### config.mk
export PLATFORM = sky130hd
export DESIGN_NAME = irq_route_ctrl
export DESIGN_NICKNAME = d
export VERILOG_FILES = /design/src/rtl/irq_route_pkg.sv /design/src/rtl/irq_src_regs.sv /design/src/rtl/irq_status_calc.sv /design/src/rtl/irq_read_mux.sv /design/src/rtl/irq_out_stage.sv /design/src/rtl/irq_route_ctrl.sv
export SDC_FILE = /design/constraint.sdc
export NUM_CORES = 1
export LEC_CHECK = 0
export BUFFER_PORTS_ARGS = -buffer_cell sky130_fd_sc_hd__clkbuf_2
export CAP_MARGIN = 20
export CORE_MARGIN = 2
export CORE_UTILIZATION = 36
export CTS_CLUSTER_SIZE = 8
export DETAILED_ROUTE_END_ITERATION = 16
export PLACE_DENSITY = 0.65
export SETUP_SLACK_MARGIN = 0.4
export SYNTH_ARGS = -nofsm -noshare
export SYNTH_HDL_FRONTEND = slang
export SYNTH_SLANG_ARGS = --single-unit
### constraint.sdc
create_clock -name clk -period 2.9 [get_ports clk]
set_input_delay 0.29 -clock clk [delete_from_list [all_inputs] [get_ports clk]]
set_output_delay 0.29 -clock clk [all_outputs]
set_load 0.01 [all_outputs]
### src/rtl/irq_route_pkg.sv
package irq_route_pkg;
  // Word offsets of the register port
  localparam int unsigned OFS_NSTAT    = 0;
  localparam int unsigned OFS_FSTAT    = 1;
  localparam int unsigned OFS_RAW      = 2;
  localparam int unsigned OFS_ROUTE    = 3;
  localparam int unsigned OFS_EN_SET   = 4;
  localparam int unsigned OFS_EN_CLR   = 5;
  localparam int unsigned OFS_SOFT_SET = 6;
  localparam int unsigned OFS_SOFT_CLR = 7;
  localparam int unsigned OFS_PROT     = 8;
endpackage

### src/rtl/irq_src_regs.sv
module irq_src_regs
  import irq_route_pkg::*;
#(
  parameter int NSRC = 32,
  parameter int DW   = 32,
  parameter int AW   = 4
) (
  input  logic            clk,
  input  logic            rst_n,
  input  logic            wr_en,
  input  logic [AW-1:0]   wr_addr,
  input  logic [DW-1:0]   wr_data,
  output logic [NSRC-1:0] en_q,
  output logic [NSRC-1:0] route_q,
  output logic [NSRC-1:0] soft_q,
  output logic            prot_q
);
  logic [NSRC-1:0] d;
  assign d = wr_data[NSRC-1:0];

  // Decoded write events, brought out by name for the checks below
  logic hit_route, hit_en_set, hit_en_clr, hit_soft_set, hit_soft_clr, hit_prot;
  logic hit_any;
  assign hit_route    = wr_en && (wr_addr == AW'(OFS_ROUTE));
  assign hit_en_set   = wr_en && (wr_addr == AW'(OFS_EN_SET));
  assign hit_en_clr   = wr_en && (wr_addr == AW'(OFS_EN_CLR));
  assign hit_soft_set = wr_en && (wr_addr == AW'(OFS_SOFT_SET));
  assign hit_soft_clr = wr_en && (wr_addr == AW'(OFS_SOFT_CLR));
  assign hit_prot     = wr_en && (wr_addr == AW'(OFS_PROT));
  assign hit_any = hit_route | hit_en_set | hit_en_clr | hit_soft_set |
                   hit_soft_clr | hit_prot;

  function automatic logic [NSRC-1:0] set_bits(input logic [NSRC-1:0] cur,
                                                input logic [NSRC-1:0] val);
    return cur | val;
  endfunction

  function automatic logic [NSRC-1:0] clr_bits(input logic [NSRC-1:0] cur,
                                                input logic [NSRC-1:0] val);
    return cur & ~val;
  endfunction

  always_ff @(posedge clk) begin
    if (!rst_n) begin
      en_q    <= '0;
      route_q <= '0;
      soft_q  <= '0;
      prot_q  <= 1'b0;
    end else begin
      if (hit_route)    route_q <= d;
      if (hit_en_set)   en_q    <= set_bits(en_q, d);
      if (hit_en_clr)   en_q    <= clr_bits(en_q, d);
      if (hit_soft_set) soft_q  <= set_bits(soft_q, d);
      if (hit_soft_clr) soft_q  <= clr_bits(soft_q, d);
      if (hit_prot)     prot_q  <= wr_data[0];
    end
  end


  en_set_chk: assert property (@(posedge clk) disable iff (!rst_n)
    hit_en_set |=> ((en_q & $past(d)) == $past(d)) &&
                   ((en_q & $past(en_q)) == $past(en_q)));

  en_clr_chk: assert property (@(posedge clk) disable iff (!rst_n)
    hit_en_clr |=> ((en_q & $past(d)) == '0) &&
                   ((en_q & ~$past(en_q)) == '0));

  soft_set_chk: assert property (@(posedge clk) disable iff (!rst_n)
    hit_soft_set |=> ((soft_q & $past(d)) == $past(d)));

  soft_clr_chk: assert property (@(posedge clk) disable iff (!rst_n)
    hit_soft_clr |=> ((soft_q & $past(d)) == '0));

  ignored_write_chk: assert property (@(posedge clk) disable iff (!rst_n)
    (wr_en && !hit_any) |=> $stable(en_q) && $stable(route_q) &&
                            $stable(soft_q) && $stable(prot_q));
endmodule

### src/rtl/irq_status_calc.sv
module irq_status_calc #(
  parameter int NSRC = 32
) (
  input  logic [NSRC-1:0] hw_lines,
  input  logic [NSRC-1:0] soft_q,
  input  logic [NSRC-1:0] en_q,
  input  logic [NSRC-1:0] route_q,
  output logic [NSRC-1:0] raw,
  output logic [NSRC-1:0] nstat,
  output logic [NSRC-1:0] fstat
);
  function automatic logic [NSRC-1:0] calc_raw(input logic [NSRC-1:0] h,
                                                input logic [NSRC-1:0] s);
    return h | s;
  endfunction

  function automatic logic [NSRC-1:0] calc_normal(input logic [NSRC-1:0] r,
                                                   input logic [NSRC-1:0] e,
                                                   input logic [NSRC-1:0] sel);
    return r & e & ~sel;
  endfunction

  function automatic logic [NSRC-1:0] calc_fast(input logic [NSRC-1:0] r,
                                                 input logic [NSRC-1:0] sel);
    return r & sel;
  endfunction

  assign raw   = calc_raw(hw_lines, soft_q);
  assign nstat = calc_normal(raw, en_q, route_q);
  assign fstat = calc_fast(raw, route_q);
endmodule

### src/rtl/irq_read_mux.sv
module irq_read_mux
  import irq_route_pkg::*;
#(
  parameter int NSRC = 32,
  parameter int DW   = 32,
  parameter int AW   = 4
) (
  input  logic [AW-1:0]   rd_addr,
  input  logic [NSRC-1:0] raw,
  input  logic [NSRC-1:0] nstat,
  input  logic [NSRC-1:0] fstat,
  input  logic [NSRC-1:0] route_q,
  input  logic [NSRC-1:0] en_q,
  input  logic [NSRC-1:0] soft_q,
  input  logic            prot_q,
  output logic [DW-1:0]   rd_data
);
  function automatic logic [DW-1:0] widen(input logic [NSRC-1:0] v);
    return DW'(v);
  endfunction

  always_comb begin
    rd_data = '0;
    case (rd_addr)
      AW'(OFS_NSTAT):    rd_data = widen(nstat);
      AW'(OFS_FSTAT):    rd_data = widen(fstat);
      AW'(OFS_RAW):      rd_data = widen(raw);
      AW'(OFS_ROUTE):    rd_data = widen(route_q);
      AW'(OFS_EN_SET):   rd_data = widen(en_q);
      AW'(OFS_SOFT_SET): rd_data = widen(soft_q);
      AW'(OFS_PROT):     rd_data = DW'(prot_q);
      default:           rd_data = '0;
    endcase
  end
endmodule

### src/rtl/irq_out_stage.sv
module irq_out_stage #(
  parameter int NSRC = 32
) (
  input  logic            clk,
  input  logic            rst_n,
  input  logic [NSRC-1:0] nstat,
  input  logic [NSRC-1:0] fstat,
  input  logic [NSRC-1:0] prio_gate,
  output logic            irq_o,
  output logic            fiq_o
);
  function automatic logic any_gated(input logic [NSRC-1:0] s,
                                     input logic [NSRC-1:0] g);
    return |(s & g);
  endfunction

  logic irq_next, fiq_next;
  assign irq_next = any_gated(nstat, prio_gate);
  assign fiq_next = |fstat;

  always_ff @(posedge clk) begin
    if (!rst_n) begin
      irq_o <= 1'b0;
      fiq_o <= 1'b0;
    end else begin
      irq_o <= irq_next;
      fiq_o <= fiq_next;
    end
  end


  fiq_raise_chk: assert property (@(posedge clk) disable iff (!rst_n)
    (fstat != '0) |=> fiq_o);

  fiq_quiet_chk: assert property (@(posedge clk) disable iff (!rst_n)
    (fstat == '0) |=> !fiq_o);

  irq_gate_chk: assert property (@(posedge clk) disable iff (!rst_n)
    ((nstat & prio_gate) == '0) |=> !irq_o);
endmodule

### src/rtl/irq_route_ctrl.sv
module irq_route_ctrl
  import irq_route_pkg::*;
#(
  parameter int NSRC = 32,
  parameter int DW   = 32,
  parameter int AW   = 4
) (
  input  logic            clk,
  input  logic            rst_n,
  input  logic [NSRC-1:0] hw_lines,
  input  logic [NSRC-1:0] prio_gate,
  input  logic            bus_wr,
  input  logic [AW-1:0]   bus_addr,
  input  logic [DW-1:0]   bus_wdata,
  output logic [DW-1:0]   bus_rdata,
  output logic            irq_o,
  output logic            fiq_o
);
  logic [NSRC-1:0] en_q, route_q, soft_q;
  logic            prot_q;
  logic [NSRC-1:0] raw, nstat, fstat;

  irq_src_regs #(.NSRC(NSRC), .DW(DW), .AW(AW)) u_regs (
    .clk(clk), .rst_n(rst_n), .wr_en(bus_wr), .wr_addr(bus_addr),
    .wr_data(bus_wdata), .en_q(en_q), .route_q(route_q), .soft_q(soft_q),
    .prot_q(prot_q)
  );

  irq_status_calc #(.NSRC(NSRC)) u_status (
    .hw_lines(hw_lines), .soft_q(soft_q), .en_q(en_q), .route_q(route_q),
    .raw(raw), .nstat(nstat), .fstat(fstat)
  );

  irq_read_mux #(.NSRC(NSRC), .DW(DW), .AW(AW)) u_rmux (
    .rd_addr(bus_addr), .raw(raw), .nstat(nstat), .fstat(fstat),
    .route_q(route_q), .en_q(en_q), .soft_q(soft_q), .prot_q(prot_q),
    .rd_data(bus_rdata)
  );

  irq_out_stage #(.NSRC(NSRC)) u_out (
    .clk(clk), .rst_n(rst_n), .nstat(nstat), .fstat(fstat),
    .prio_gate(prio_gate), .irq_o(irq_o), .fiq_o(fiq_o)
  );


  prot_read_chk: assert property (@(posedge clk) disable iff (!rst_n)
    (bus_addr == AW'(OFS_PROT)) |-> (bus_rdata[DW-1:1] == '0));

  fast_bypass_chk: assert property (@(posedge clk) disable iff (!rst_n)
    ((raw & route_q & ~en_q) != '0) |-> (fstat != '0));
endmodule

==> flow_summary_export.csv, run 1 <==
group,metric,value,unit
status,status,"complete, no violations",
drt,firstDrtPassIters,5,
sta,drv_slew,0,
sta,worstMarginPinSlew,734,ps
placed_design,dp.cells,1001,
cts,clk-insertion-delay-late,360,ps
synth,yosysWarnings,0,
cts,cts_buffer_depth,2,
critical_path,path_max_fanout,8,
min_path,min_path_type,"input port to register",
grt,met1_usage,0.345,
critical_path,slowest_delay,390,ps
cts,cts_tree,"built",
sta,period_minus_slack,2340,ps
synth,synth_area_leader_cell,"dfxtp_1",
cells_and_area,finalNonFillerCells,1018,
cts,cts_buffers,9,
drt,antenna_left,0,
critical_path,crit_path_start_kind,"input port",
critical_path,crit_required,2610,ps
cells_and_area,diodes,0,
grt,busiest_layer,"met2",
drt,drt_iter0_drc,674,
placed_design,dpl.hpwl,14.6,mm
drt,num_vias,6203,
cts,clk_pin_slew,70,ps
placed_design,io_buffers,136,
synth,postSynthCellCount,716,
synth,syn_nets,819,
sta,relSlewSlack,0.510,
grt,grt_use_total,0.252,
drt,drc,0,
critical_path,critPathKind,"input port to output port",
cells_and_area,finalNetCount,932,
cells_and_area,drive_above_1_share,0.218,
sta,setup_violations,0,
sta,finClkSkew,8.53,ps
placed_design,routabilityCongestion,0.840,
grt,overflow,0,
sta,fin_setup_tns,0,ps
critical_path,endpoint_kind,"output port",
sta,max_freq,0.428,GHz
power,power_leakage,2.46,nW
grt,grtUsageMet2,0.401,
synth,syn_area,5460,um^2
sta,rsz0062_at_grt,"false",
job,maxCapViolCount,0,
grt,met3_usage,0.0515,
synth,yosysSeqAreaShare,0.363,
floorplanning,die_h,127,um
cts,htreeDepth,3,
cells_and_area,area.growth.synth_to_final,23.0,%
floorplanning,rows,44,
drt,routed_wl,20.7,mm
cells_and_area,stdcell_area,6710,um^2
grt,antenna_found_initial,1,
power,power_density,483,nW/um^2
floorplanning,ioPinCount,137,
cells_and_area,mostFrequentLayoutCells,"136 x clkbuf_2, 125 x a21oi_1, 100 x nand2_1",
synth,ys_seq_elements,99,
power,irDropWorstVdd,280,uV
sta,hold_violations,0,
critical_path,slowest_stage,"nand2_1",
grt,grt_pass1_vias,5543,
critical_path,arrival,2050,ps
cts,cts_hold_buf,0,
drt,vias_per_cell,6.09,
placed_design,place_area,6340,um^2
drt,wl_per_cell,20.3,um
synth,avgSynthCellArea,7.62,um^2
floorplanning,die-area,16200,um^2
synth,netlist.area_leader.share,0.363,
grt,grt_pass1_wl,31.7,mm
cells_and_area,final_common_cell,"clkbuf_2",
critical_path,cp_common_cell,"clkbuf_2",
critical_path,path_cells,"clkbuf_2 -> nor2_1 -> nand2_1 -> buf_4 -> o31ai_1 -> a221o_1 -> clkbuf_2",
floorplanning,start_util,0.373,
cts,root_buffer,"clkbuf_16",
sta,finalCritPeriodShare,0.806,
synth,synth_area_leaders,"dfxtp_1 36%, a21oi_1 11%, a311oi_1 11%, nand2_1 6.9%, a221o_1 5.9%",
critical_path,r2r_slack,940,ps
cells_and_area,utilization,0.458,
cts,cts.sinks,99,
floorplanning,die_x,127,um
grt,grt_max_degree,65,
synth,synth.distinct_cells,37,
floorplanning,core_region_area,14600,um^2
per-stage QoR:
step	setup WS [ps]	power, mW	hold WS, ps
final	562	3.24	180
after CTS	508	3.24	178
after global placement	554	1.81	475
after global routing	447	3.35	182
after floorplan	1090	1.63	400
after detailed placement	519	1.82	481
final timing paths:
kind,startpoint,endpoint,depth (start not counted)
max,bus_addr[2],bus_rdata[22],7
min,bus_wdata[16],register,2
max reg2reg,register,u_out.irq_o$_SDFF_PN0_,5
min reg2reg,u_regs.route_q[20]$_SDFFE_PN0P_,u_regs.route_q[20]$_SDFFE_PN0P_,2
timing repair:
action,4_1_cts,5_1_grt
endpoints found under the hold margin,0,0
setup endpoints to repair,0,4
gates resized for setup,0,1
buffers inserted,0,0
cells in the mapped netlist (all sizes together):
library cell	instances
dfxtp	99
o41a	1
a22o	1
inv	6
nor2	71
a21oi	125
buf	20
o31ai	12
nor4b	1
nand3	5
nand4	10
o32ai	1
o21bai	2
nor4bb	3
nor2b	14
nor3b	1
o21ai	63
a221o	32
nand2	100
nand2b	2
o22ai	1
o2111ai	3
nand3b	7
a31oi	8
mux2i	1
and3	1
clkbuf	34
nor4	5
and2b	1
nor3	12
a2bb2oi	8
a311oi	66
cells by family after synthesis:
group | synth area share
DFF | 0.363
buffers and inverters | 0.0472
and+or+nand+nor | 0.198
muxes | 0.00183
AOI/OAI and AO/OA | 0.390
worst max-delay path: cells and delay by family:
kind,cells,cell delay [ps]
and+or+nand+nor,2,680
buffers and inverters,3,600
AOI/OAI and AO/OA,2,460
layer usage:
layer  part of all wire  vias up  routed length, um
met2               0.46      269               9500
met4              0.021        2                432
met5            0.00063        -                 13
li1                   -     2973                  -
met1               0.44     2926               9030
met3              0.083       33               1710
cell type report:
class,instances,area (um^2)
timing repair buffer,156,881
clock inverter,5,108
inverter,6,22.5
tap,184,230
clock buffer,11,253
sequential,99,1980
fill,1499,7940
multi-input combinational,557,3230
power breakdown:
group          total, mW  internal [mW]  switching, mW
clock               1.45          0.895          0.555
sequential          1.41           1.39         0.0266
combinational      0.380          0.140          0.240
Note: power is estimated with default switching activity, not from simulation.
==> inputs of run 2 (changes only) <==
ABC_AREA = 1   (was unset)
PLACE_DENSITY = 0.64   (was 0.65)
clock period = 2.25 ns   (was 2.9 ns; I/O delays follow)
==> flow_summary_export.csv, run 2 <==
group,metric,value,unit
status,status,"complete, no violations",
synth,yosysWarnings,0,
grt,grtUsageMet2,0.393,
cts,htreeDepth,3,
floorplanning,rows,46,
drt,firstDrtPassIters,6,
synth,synth_most_common_cell,"inv_1",
sta,period_minus_slack,1750,ps
critical_path,arrival,1530,ps
synth,ys.flop_type,"dfxtp_1",
synth,synth-edff-count,0,
cts,cts_buffer_depth,2,
power,power_density,560,nW/um^2
placed_design,routabilityCongestion,0.879,
cts,postCtsSetupRepairBufs,0,
synth,synth.distinct_cells,20,
power,p_sw_frac,0.269,
power,irDropWorstVdd,338,uV
cells_and_area,mostFrequentLayoutCells,"163 x inv_1, 159 x a21oi_1, 136 x clkbuf_2",
power,comb_power_share,0.128,
sta,hold_violations,0,
grt,grt_use_total,0.235,
critical_path,path_cells,"clkbuf_2 -> nor2_1 -> nand2_1 -> clkinvlp_4 -> a32oi_1 -> nand4_1 -> clkbuf_2",
sta,finClkSkew,6.23,ps
cts,cts_hold_buf,0,
critical_path,cp_common_cell,"clkbuf_2",
critical_path,slowest_stage,"clkinvlp_4",
sta,worstMarginPinSlew,432,ps
grt,busiest_layer,"met2",
drt,drt_iter0_drc,485,
grt,grt_pass1_wl,31.2,mm
synth,syn_nets,1043,
critical_path,crit_path_start,"bus_addr[0]",
sta,finalCritPeriodShare,0.779,
sta,fin_ws,497,ps
critical_path,path_max_fanout,9,
floorplanning,ioPinCount,137,
cells_and_area,finalNetCount,1170,
cells_and_area,final_common_cell,"inv_1",
power,clockPowerShare,0.414,
synth,avgSynthCellArea,6.18,um^2
synth,postSynthCellCount,940,
grt,overflow,0,
floorplanning,die-area,17200,um^2
placed_design,dpl.hpwl,14.2,mm
cts,cts_tree,"built",
sta,max_freq,0.570,GHz
sta,fin_setup_tns,0,ps
min_path,hp-start,"bus_wdata[18]",
synth,ys_seq_elements,99,
job,maxCapViolCount,0,
drt,routed_wl,19.7,mm
power,power.switching,1.07,mW
drt,drc,0,
placed_design,io_buffers,136,
synth,yosysSeqAreaShare,0.341,
drt,antenna_left,0,
grt,grt_max_degree,99,
floorplanning,die_h,131,um
sta,relSlewSlack,0.712,
cts,clk-insertion-delay-late,350,ps
synth,ys_top_cells_by_count,"165 x inv_1, 159 x a21oi_1, 121 x nand2_1",
cts,cts.sinks,99,
placed_design,place_ws,392,ps
min_path,min_path_type,"input port to register",
critical_path,crit_required,2030,ps
critical_path,crit_path_start_kind,"input port",
power,p_int,2.90,mW
cells_and_area,area.growth.synth_to_final,22.0,%
cells_and_area,diodes,0,
synth,syn_area,5810,um^2
power,power_leakage,3.27,nW
floorplanning,die_x,131,um
grt,antenna_found_initial,0,
cells_and_area,fillers,1683,
synth,synth_area_leaders,"dfxtp_1 34%, a21oi_1 14%, inv_1 11%, o21ai_0 7.9%, nand2_1 7.8%",
cts,clk_pin_slew,70,ps
synth,async_flop_share,0,
critical_path,endpoint_kind,"output port",
floorplanning,core_region_area,15800,um^2
cts,cts_buffers,9,
drt,wl_per_cell,15.3,um
grt,grt_pass1_vias,6222,
grt,met3_usage,0.0261,
grt,met1_usage,0.319,
sta,drv_slew,0,
synth,synth_area_leader_cell,"dfxtp_1",
drt,vias_per_cell,5.11,
cts,root_buffer,"clkbuf_16",
sta,rsz0062_at_grt,"true",
floorplanning,start_util,0.367,
synth,netlist.area_leader.share,0.341,
power,seq_power_share,0.459,
critical_path,slowest_delay,270,ps
critical_path,critPathKind,"input port to output port",
sta,setup_violations,0,
cells_and_area,drive_above_1_share,0.177,
drt,num_vias,6581,
## run 2: cell types whose count changed after synthesis, sizes merged, moves of 12 or more
cell	change
nand2	+25
o21ai	+34
o31ai	-12
inv	+163
clkbuf	-19
a221o	-32
nand3	+67
a21oi	+34
nor2b	-14
nor2	+24
a22oi	+14
o22ai	+30
nand4	+17
a311oi	-66
## run 2: worst paths after layout
path / to / cells after the start / slack, ps
max reg2reg: u_out.fiq_o$_SDFF_PN0_ / 8 / 920
min: register / 3 / 160
min reg2reg: u_regs.prot_q$_SDFFE_PN0P_ / 2 / 460
max: bus_rdata[13] / 7 / 500
## run 2: cell families after synthesis
group / after synthesis / synth area share
and+or+nand+nor: 326 / 0.242
DFF: 99 / 0.341
AOI/OAI and AO/OA: 302 / 0.274
buffers and inverters: 213 / 0.143
## run 2: layout make-up
type | instances | area, um^2 | share of cell area
Timing Repair Buffer | 159 | 878 | 0.124
Sequential cell | 99 | 1980 | 0.280
Multi-Input combinational cell | 628 | 3000 | 0.423
Tap cell | 216 | 270 | 0.0381
Clock buffer | 11 | 253 | 0.0357
Clock inverter | 5 | 61.3 | 0.00865
Inverter | 170 | 642 | 0.0906
## run 2: worst max-delay path, delay by kind of cell
kind,cells,cell delay [ps]
simple gates,3,430
buf+inv,3,630
compound gates,1,230
## run 2: power by group through the flow
stage / Clock, mW / Combinational [mW] / Sequential, mW
final: 1.64 / 0.506 / 1.82
after global routing: 1.72 / 0.570 / 1.82
after CTS: 1.66 / 0.504 / 1.82
after detailed placement: 0 / 0.501 / 1.86
after global placement: 0 / 0.498 / 1.86
after floorplan: 0 / 0.267 / 1.85
## run 2: routing by layer
metal | share of wire | vias to the layer above | routed length (um)
li1 | - | 3380 | -
met1 | 0.46 | 2911 | 9030
met2 | 0.46 | 264 | 8950
met3 | 0.069 | 26 | 1370
met4 | 0.016 | 0 | 307
met5 | 0 | - | 0
## run 2: what timing repair did
item,in CTS,in global routing
resized for setup,1,4
setup endpoints to repair,3,24
endpoints found under the hold margin,0,0
## run 2: stage by stage
step	power (mW)	std cells	hold WS, ps	cell area (um^2)	util
after floorplan	2.12	940	387	5810	-
after global placement	2.36	1272	447	6760	0.427
after detailed placement	2.36	1272	444	6760	0.427
after CTS	3.99	1288	148	7080	0.447
after global routing	4.12	1288	166	7090	0.448
final	3.97	1288	156	7090	0.448
